File: src/rtl/rclk_pkg.sv
package rclk_pkg;

    typedef enum logic [2:0] {
        RC_NONE     = 3'd0,
        RC_SD       = 3'd1,
        RC_HD       = 3'd2,
        RC_3G       = 3'd3,
        RC_LOW_BAD  = 3'd4,
        RC_MID_BAD  = 3'd5,
        RC_HARMONIC = 3'd6,
        RC_SPARE    = 3'd7
    } rate_class_t;

    typedef enum logic [1:0] {
        SEL_AUTO  = 2'b00,
        SEL_SD    = 2'b01,
        SEL_HD3G  = 2'b10,
        SEL_SPARE = 2'b11
    } rate_sel_t;

    typedef enum logic [1:0] {
        ST_UNLOCKED = 2'd0,
        ST_QUALIFY  = 2'd1,
        ST_LOCKED   = 2'd2,
        ST_FORCED   = 2'd3
    } lock_state_t;

endpackage

File: src/rtl/rclk_rate_qual.sv
module rclk_rate_qual
    import rclk_pkg::*;
(
    input  logic [2:0] rate_class_i,
    input  logic [1:0] rate_sel_i,
    output logic       rate_ok_o
);

    logic supported;
    logic fits_code;

    always_comb begin
        unique case (rate_class_t'(rate_class_i))
            RC_SD, RC_HD, RC_3G: supported = 1'b1;
            default:             supported = 1'b0;
        endcase
    end

    always_comb begin
        unique case (rate_sel_t'(rate_sel_i))
            SEL_SD:   fits_code = (rate_class_i == RC_SD);
            SEL_HD3G: fits_code = (rate_class_i == RC_HD) || (rate_class_i == RC_3G);
            default:  fits_code = 1'b1;  // auto and spare code
        endcase
    end

    assign rate_ok_o = supported && fits_code;

endmodule

File: src/rtl/rclk_lock_fsm.sv
module rclk_lock_fsm
    import rclk_pkg::*;
#(
    parameter int LOCK_CNT = 1024
) (
    input  logic       clk,
    input  logic       rst,
    input  logic       force_bypass_i,
    input  logic       loop_lock_i,
    input  logic       rate_ok_i,
    input  logic [2:0] rate_class_i,
    output logic       lock_det_o,
    output logic       sd_hd_o,
    output logic       bypass_o
);

    localparam int CNT_W = $clog2(LOCK_CNT + 1);
    localparam logic [CNT_W-1:0] CNT_LAST = CNT_W'(LOCK_CNT - 1);

    lock_state_t      state_q, state_d;
    logic [CNT_W-1:0] cnt_q, cnt_d;
    logic [2:0]       held_q, held_d;
    logic             sdhd_q, sdhd_d;
    logic             cand;
    logic             same;

    assign cand = loop_lock_i && rate_ok_i;
    assign same = (rate_class_i == held_q);

    always_comb begin
        state_d = state_q;
        cnt_d   = cnt_q;
        held_d  = held_q;
        sdhd_d  = sdhd_q;
        if (force_bypass_i) begin
            state_d = ST_FORCED;
            sdhd_d  = 1'b0;
        end else begin
            unique case (state_q)
                ST_UNLOCKED: begin
                    if (cand) begin
                        state_d = ST_QUALIFY;
                        cnt_d   = '0;
                        held_d  = rate_class_i;
                    end
                end
                ST_QUALIFY: begin
                    if (!cand || !same) begin
                        state_d = ST_UNLOCKED;
                    end else if (cnt_q == CNT_LAST) begin
                        state_d = ST_LOCKED;
                        sdhd_d  = (held_q == RC_SD);
                    end else begin
                        cnt_d = cnt_q + 1'b1;
                    end
                end
                ST_LOCKED: begin
                    if (!cand || !same) begin
                        state_d = ST_UNLOCKED;
                        sdhd_d  = 1'b0;
                    end
                end
                ST_FORCED: begin
                    state_d = ST_UNLOCKED;
                end
                default: state_d = ST_UNLOCKED;
            endcase
        end
    end

    always_ff @(posedge clk) begin
        if (rst) begin
            state_q <= ST_UNLOCKED;
            cnt_q   <= '0;
            held_q  <= '0;
            sdhd_q  <= 1'b0;
        end else begin
            state_q <= state_d;
            cnt_q   <= cnt_d;
            held_q  <= held_d;
            sdhd_q  <= sdhd_d;
        end
    end

    always_comb begin
        lock_det_o = 1'b0;
        bypass_o   = 1'b1;
        unique case (state_q)
            ST_LOCKED: begin
                lock_det_o = 1'b1;
                bypass_o   = 1'b0;
            end
            ST_UNLOCKED, ST_QUALIFY, ST_FORCED: begin
                lock_det_o = 1'b0;
                bypass_o   = 1'b1;
            end
            default: ;
        endcase
        sd_hd_o = sdhd_q;
    end

endmodule

File: src/rtl/rclk_out_mux.sv
module rclk_out_mux #(
    parameter int NUM_LANE = 2
) (
    input  logic                mute_n_i,
    input  logic                clk_sel_i,
    input  logic                bypass_i,
    input  logic                retimed_bit_i,
    input  logic                raw_bit_i,
    input  logic                rec_clk_i,
    output logic [NUM_LANE-1:0] out_p_o,
    output logic [NUM_LANE-1:0] out_n_o
);

    logic data_bit;
    assign data_bit = bypass_i ? raw_bit_i : retimed_bit_i;

    for (genvar g = 0; g < NUM_LANE; g++) begin : g_lane
        logic lane_bit;
        logic lane_mute;
        if (g == 0) begin : g_primary
            assign lane_bit  = data_bit;
            assign lane_mute = !mute_n_i;
        end else begin : g_second
            assign lane_bit  = clk_sel_i ? rec_clk_i : data_bit;
            assign lane_mute = !mute_n_i || (clk_sel_i && bypass_i);
        end
        assign out_p_o[g] = lane_mute ? 1'b0 : lane_bit;
        assign out_n_o[g] = lane_mute ? 1'b1 : !lane_bit;
    end

endmodule

File: src/rtl/rclk_lock_ctrl.sv
module rclk_lock_ctrl #(
    parameter int LOCK_CNT = 1024,
    parameter int NUM_LANE = 2
) (
    input  logic                clk,
    input  logic                rst,
    input  logic [2:0]          rate_class_i,
    input  logic                loop_lock_i,
    input  logic [1:0]          rate_sel_i,
    input  logic                force_bypass_i,
    input  logic                mute_n_i,
    input  logic                clk_sel_i,
    input  logic                retimed_bit_i,
    input  logic                raw_bit_i,
    input  logic                rec_clk_i,
    output logic                lock_det_o,
    output logic                sd_hd_o,
    output logic                bypass_o,
    output logic [NUM_LANE-1:0] out_p_o,
    output logic [NUM_LANE-1:0] out_n_o
);

    logic rate_ok;

    rclk_rate_qual u_qual (
        .rate_class_i (rate_class_i),
        .rate_sel_i   (rate_sel_i),
        .rate_ok_o    (rate_ok)
    );

    rclk_lock_fsm #(.LOCK_CNT(LOCK_CNT)) u_fsm (
        .clk            (clk),
        .rst            (rst),
        .force_bypass_i (force_bypass_i),
        .loop_lock_i    (loop_lock_i),
        .rate_ok_i      (rate_ok),
        .rate_class_i   (rate_class_i),
        .lock_det_o     (lock_det_o),
        .sd_hd_o        (sd_hd_o),
        .bypass_o       (bypass_o)
    );

    rclk_out_mux #(.NUM_LANE(NUM_LANE)) u_mux (
        .mute_n_i      (mute_n_i),
        .clk_sel_i     (clk_sel_i),
        .bypass_i      (bypass_o),
        .retimed_bit_i (retimed_bit_i),
        .raw_bit_i     (raw_bit_i),
        .rec_clk_i     (rec_clk_i),
        .out_p_o       (out_p_o),
        .out_n_o       (out_n_o)
    );

endmodule

File: config.mk
export PLATFORM = sky130hd
export DESIGN_NAME = rclk_lock_ctrl
export DESIGN_NICKNAME = d
export VERILOG_FILES = /design/src/rtl/rclk_pkg.sv /design/src/rtl/rclk_rate_qual.sv /design/src/rtl/rclk_lock_fsm.sv /design/src/rtl/rclk_out_mux.sv /design/src/rtl/rclk_lock_ctrl.sv
export SDC_FILE = /design/constraint.sdc
export NUM_CORES = 1
export LEC_CHECK = 0
export BUFFER_PORTS_ARGS = -buffer_cell sky130_fd_sc_hd__buf_4
export CORE_ASPECT_RATIO = 0.6
export CORE_MARGIN = 3
export CORE_UTILIZATION = 39
export CTS_CLUSTER_SIZE = 8
export DETAILED_ROUTE_END_ITERATION = 6
export PLACE_DENSITY_LB_ADDON = 0.15
export SLEW_MARGIN = 40
export SYNTH_ARGS = -nofsm -noshare
export SYNTH_HDL_FRONTEND = slang
export SYNTH_HIERARCHICAL = 1
export SYNTH_SLANG_ARGS = --single-unit
File: constraint.sdc
create_clock -name clk -period 2.75 [get_ports clk]
set_input_delay 0.55 -clock clk [delete_from_list [all_inputs] [get_ports clk]]
set_output_delay 0.55 -clock clk [all_outputs]
set_load 0.03 [all_outputs]
# Word-level counts from Yosys, hierarchy flattened
# Index checks and enable logic that the tools add are counted.
[word_totals]
register_bits = 17
latchBits = 0
ramBits = 0
romBits = 0
inputBits = 14
output_inout_bits = 7
word_cells = 70
memories = 0
[classes]
add_sub_neg = 1
n_mul = 0
div_mod_pow = 0
magnitude_cmp = 0
n_eq_ne = 19
shift = 0
mux = 24
n_bitwise = 1
n_reduce_logical = 21
[op_table]
columns = ["operator", "count"]
rows = [
  ["2-to-1 mux 11 bit", 3],
  ["one-hot mux 11 bit (2 select lines)", 1],
  ["adder 11 x 1 -> 11 bit (second input constant)", 1],
  ["equality test 11 x 10 -> 1 bit (second input constant)", 1],
  ["2-to-1 mux 1 bit", 10],
  ["2-to-1 mux 2 bit", 5],
  ["one-hot mux 1 bit (2 select lines)", 4],
  ["one-hot mux 2 bit (4 select lines)", 1],
  ["equality test 2 bit (second input constant)", 3],
  ["equality test 3 x 1 -> 1 bit (second input constant)", 2],
  ["equality test 3 x 2 -> 1 bit (second input constant)", 2],
  ["inequality test 2 x 1 -> 1 bit (second input constant)", 3],
  ["inequality test 3 x 2 -> 1 bit (second input constant)", 2],
  ["AND reduction 3 bit", 2],
  ["OR reduction 3 bit", 2],
  ["logical NOT 1 bit", 5],
  ["AND reduction 5 bit", 1],
  ["equality test 2 x 1 -> 1 bit (second input constant)", 2],
  ["inequality test 2 bit (second input constant)", 2],
  ["inequality test 4 x 2 -> 1 bit (second input constant)", 1],
  ["AND reduction 4 bit", 1],
  ["nonzero test 2 bit", 2],
  ["equality test 3 bit", 1],
  ["logical AND 1 bit", 3],
  ["4 further kinds", 6],
]

# Depth between registers and ports, before layout
[depth]
word_depth = 10
ltp_mapped = 10
mapped_depth_nobuf = 9

# Cells and area by module
# The synthesis kept the hierarchy.
[modules_own_cells]
columns = ["mod", "instances", "cells_per_inst", "area_each_um2", "seq_area_each_um2"]
rows = [
  ["rclk_lock_fsm", 1, 109, 938.4, 340.3],
  ["rclk_out_mux", 1, 8, 73.8, 0.0],
  ["rclk_rate_qual", 1, 8, 62.6, 0.0],
]

# Worst setup path before layout
# OpenSTA, ideal clock, no wires.
[synth_timing]
path_kind = "input port to flip-flop"
startpoint = "input port rate_sel_i[0]"
endpoint = "register u_fsm.cnt_q[6]"
setup_ns = 0.086
t_arrival_ns = 2.281
required_ns = 2.664
path_slack_ns = 0.384
path_stages = 9
path_buffers = 0
path_cell_list = "inv_1 > ha_1 > inv_1 > a211oi_2 > nand2_1 > nor4_4 > o211ai_2 > or3_1 > a211oi_1"
[synth_via]
elab_chain_len = 8
elab_cells_between_ends = 10
classes_between = "eq/ne (4); mux (1); reduce/logical (5)"
[synth_lines]
columns = ["item", "line", "text"]
rows = [
  ["from (decl)", "rclk_lock_ctrl.sv:9", "input logic [1:0] rate_sel_i,"],
  ["equality test 2 bit / equality test 2 x 1 -> 1 bit (equally long branches)", "rclk_rate_qual.sv:20", "unique case (rate_sel_t'(rate_sel_i))"],
  ["one-hot mux 1 bit (2 select lines) (*)", "rclk_rate_qual.sv:20", ""],
  ["logical AND 1 bit (*)", "rclk_rate_qual.sv:27", "assign rate_ok_o = supported && fits_code;"],
  ["named net rate_ok", "rclk_lock_ctrl.sv:23", "logic rate_ok;"],
  ["logical AND 1 bit (*)", "rclk_lock_fsm.sv:27", "assign cand = loop_lock_i && rate_ok_i;"],
  ["logical NOT 1 bit", "rclk_lock_fsm.sv:48", "if (!cand || !same) begin"],
  ["logical OR 1 bit", "rclk_lock_fsm.sv:48", ""],
  ["inequality test 2 bit (no source line)", "--", ""],
  ["AND reduction 5 bit (no source line) (*)", "--", ""],
  ["to (signal assigned)", "rclk_lock_fsm.sv:79", "cnt_q <= cnt_d;"],
  ["to (decl)", "rclk_lock_fsm.sv:21", "logic [CNT_W-1:0] cnt_q, cnt_d;"],
]
# Mark *: on every way through the listed nets, which the timed path passes. The rest lies on a longest branch.
# A chain may end at the register's enable or synchronous reset.

# Worst setup path in the final report
[layout_timing]
startpoint = "input port rate_sel_i[0]"
endpoint = "register u_fsm.cnt_q[8]"
# The elaborated chain is that of the path after synthesis.

==> qor.yml <==
logic_synthesis:
  postSynthCellCount: 125
  synth.area.top_cells: "dfxtp_1 32%, a21oi_1 5.6%, mux2i_1 4.7%, ha_1 3.5%, o21ai_0 3.3%"
  synth_edf_count: 0
  async_flop_share_pct: 0
  synth_area_leader_cell: "dfxtp_1"
  yosysSeqAreaShare_pct: 31.7
  synth_fp_nets: 142
  synth_common_cells: "17 x dfxtp_1, 12 x a21oi_1, 8 x nand2_1, 8 x nor2_1, 7 x o21ai_0"
  ys.warnings.count: 6
  synthesis.area_um2: 1070
  ys_ff_latch: 17
  netlist-cell-type-count: 42
  yosys.area.top_type_share_pct: 31.7
  avgSynthCellArea_um2: 8.60
  synth_flop_cell: "dfxtp_1"
  yosysMostFrequentCell: "dfxtp_1"
critical_path:
  crit_required_ns: 2.95
  r2r_setup_slack_ns: 0.67
  regToRegEndpoint: "u_fsm/sd_hd_o"
  worst-path-max-fanout: 14
  crit_arrival_ns: 2.66
  r2r_start: "u_fsm/cnt_q[0]"
  crit_end: "u_fsm/cnt_q[8]"
  path_class: "input port to flop"
  crit_path_end_kind: "flop"
  startpoint: "rate_sel_i[0]"
  reg2reg_depth: 6
  startpoint_type: "input port"
pwr:
  p_per_area_nw_per_um2: 407
  ir_drop_uv: 207
  leakage_nw: 0.548
timing:
  min_period_over_period_pct: 89.4
  hold_viol: 0
  slew_headroom_pct: 70.6
  fin_skew_ns: 0.00698
  fin_crit_ns: 2.46
  max_freq_mhz: 407
  setup_viol: 0
  final_max_slew_viol_count: 0
  tightest_slew_ns: 0.437
  rsz0062_at_grt: "no"
  finalSetupTns_ns: 0
clock_network:
  cts_tree: "yes"
  postCtsHoldBufs: 0
  post-cts-setup-buffers: 0
  path_clk_slew_ns: 0.07
  cts.sinks: 17
  root_buffer: "clkbuf_8"
  insertion_delay_ns: 0.26
  h-tree-depth: 1
  cts_buffers: 3
  clockBufferDepth: 2
  cts_resized: 0
placement:
  portBuffers: 20
  dp_cells: 176
  placed_area_um2: 1270
  gp_congestion: 0.882
  dp.final_hpwl_um: 2140
grt:
  grt_overflow: 0
  antenna_found_initial: 0
  grt.total_usage_pct: 17.3
  grt_max_degree: 19
  grt_pass1_vias: 907
  grt_pass1_wl_um: 4390
status:
  status: "finished clean"
detailed_routing:
  antenna_left: 0
  drt_iter0_drc: 107
  drt_first_pass_iters: 5
  drt-total-wl_um: 2760
  viasPerCell: 5.71
  drc: 0
  wl_per_cell_um: 15.3
  vias: 1027
cells_and_area:
  fin_area_um2: 1320
  instances_no_fill: 180
  finish.utilization_pct: 51.5
  synthToLayoutAreaGrowth_pct: 22.6
  diodes: 0
  layout-drive-gt1-share_pct: 25.7
  fin_nets: 166
floorplan:
  core_region_area_um2: 2560
  fp-row-count: 14
  die_area_um2: 3440
  io_pins: 21
  die_y_um: 46.7
  die_w_um: 73.8
  start_util_pct: 42.0
job:
  cap_violations: 0
min_path:
  hold_path.class: "flop to flop"
## through the flow
step	power (mW)	worst slack, ns	hold slack [ns]
final	0.536	0.292	0.510
after global routing	0.563	0.180	0.515
after CTS	0.543	0.298	0.505
after detailed placement	0.349	0.0351	0.494
after global placement	0.347	0.154	0.491
after floorplan	0.310	0.384	0.466
## flip-flops by register name (all words and copies together) (netlist names)
| register | cells |
|---|---|
| u_fsm/state_q | 2 |
| u_fsm/sd_hd_o | 1 |
| u_fsm/cnt_q | 11 |
| u_fsm/held_q | 3 |
## cell usage in the layout (no fill, tap or decap), types with 2 or more instances in the layout
| master | instances |
|---|---|
| buf_4 | 24 |
| dfxtp_1 | 17 |
| a21oi_1 | 12 |
| nand2_1 | 8 |
| nor2_1 | 8 |
| o21ai_0 | 7 |
| inv_1 | 5 |
| mux2i_1 | 5 |
| nor3_1 | 4 |
| a31oi_1 | 4 |
| clkbuf_8 | 3 |
| xor2_1 | 3 |
| and3_1 | 3 |
| or3_1 | 3 |
| nand3_1 | 3 |
| ha_1 | 3 |
| nand2b_1 | 2 |
| nor4_1 | 2 |
| o211a_1 | 2 |
| nor2b_1 | 2 |
| or4_1 | 2 |
| a41oi_1 | 2 |
| nand4_1 | 2 |
| or4b_1 | 2 |
| mux2_4 | 2 |
## layout make-up
class	count	area, µm²
clock buffers	4	45.0
fillers	240	1240
inverters	5	18.8
multi-input cells	98	693
flip-flops and latches	17	340
well taps	32	40.0
repair buffers	24	180
## power breakdown
group / leakage (nW) / internal, mW / total, mW / switching [mW]
combinational: 0.388 / 0.0404 / 0.0916 / 0.0512
clock: 0.0228 / 0.103 / 0.191 / 0.0882
sequential: 0.137 / 0.249 / 0.253 / 0.00409
## worst min-delay path by stage
stage | end | slack, ns | startpoint | cells after the start
floorplan | u_fsm/cnt_q[4] | 0.47 | u_fsm/cnt_q[4] | 2
CTS | u_fsm/cnt_q[4] | 0.51 | u_fsm/cnt_q[4] | 2
global route | u_fsm/sd_hd_o | 0.51 | force_bypass_i | 2
detailed placement | u_fsm/cnt_q[4] | 0.49 | u_fsm/cnt_q[4] | 2
global placement | u_fsm/cnt_q[10] | 0.49 | u_fsm/cnt_q[10] | 1
finish | u_fsm/cnt_q[4] | 0.51 | u_fsm/cnt_q[4] | 2
## cells by family (layout without fill, tap and decap cells)
logic type	count (synthesis)	count (layout)	synth area share [%]
AOI/OAI and AO/OA	32	32	19.1
xor gates and xnor gates	3	3	2.45
and+or+nand+nor	52	52	31.0
DFF	17	17	31.7
buffers and inverters	10	33	3.84
adders and majority gates	3	3	3.49
muxes	8	8	8.50
## layer usage
layer | up-vias | track usage, % | wire length (µm)
li1 | 513 | - | -
met4 | 0 | 4.33 | 14
met1 | 464 | 24.0 | 1340
met2 | 48 | 25.2 | 1140
met3 | 2 | 6.32 | 266
met5 | - | 0 | 0
## worst max-delay path, stage by stage
cell and delay (ns):
buf_4 0.11, inv_1 0.06, ha_1 0.15, mux2i_1 0.08, a211oi_2 0.28, nand2_1 0.16, nor4_4 0.30, buf_4 0.24
nand2_1 0.10, or4b_1 0.47, a21oi_1 0.14
(Power assumes the default switching activity.)
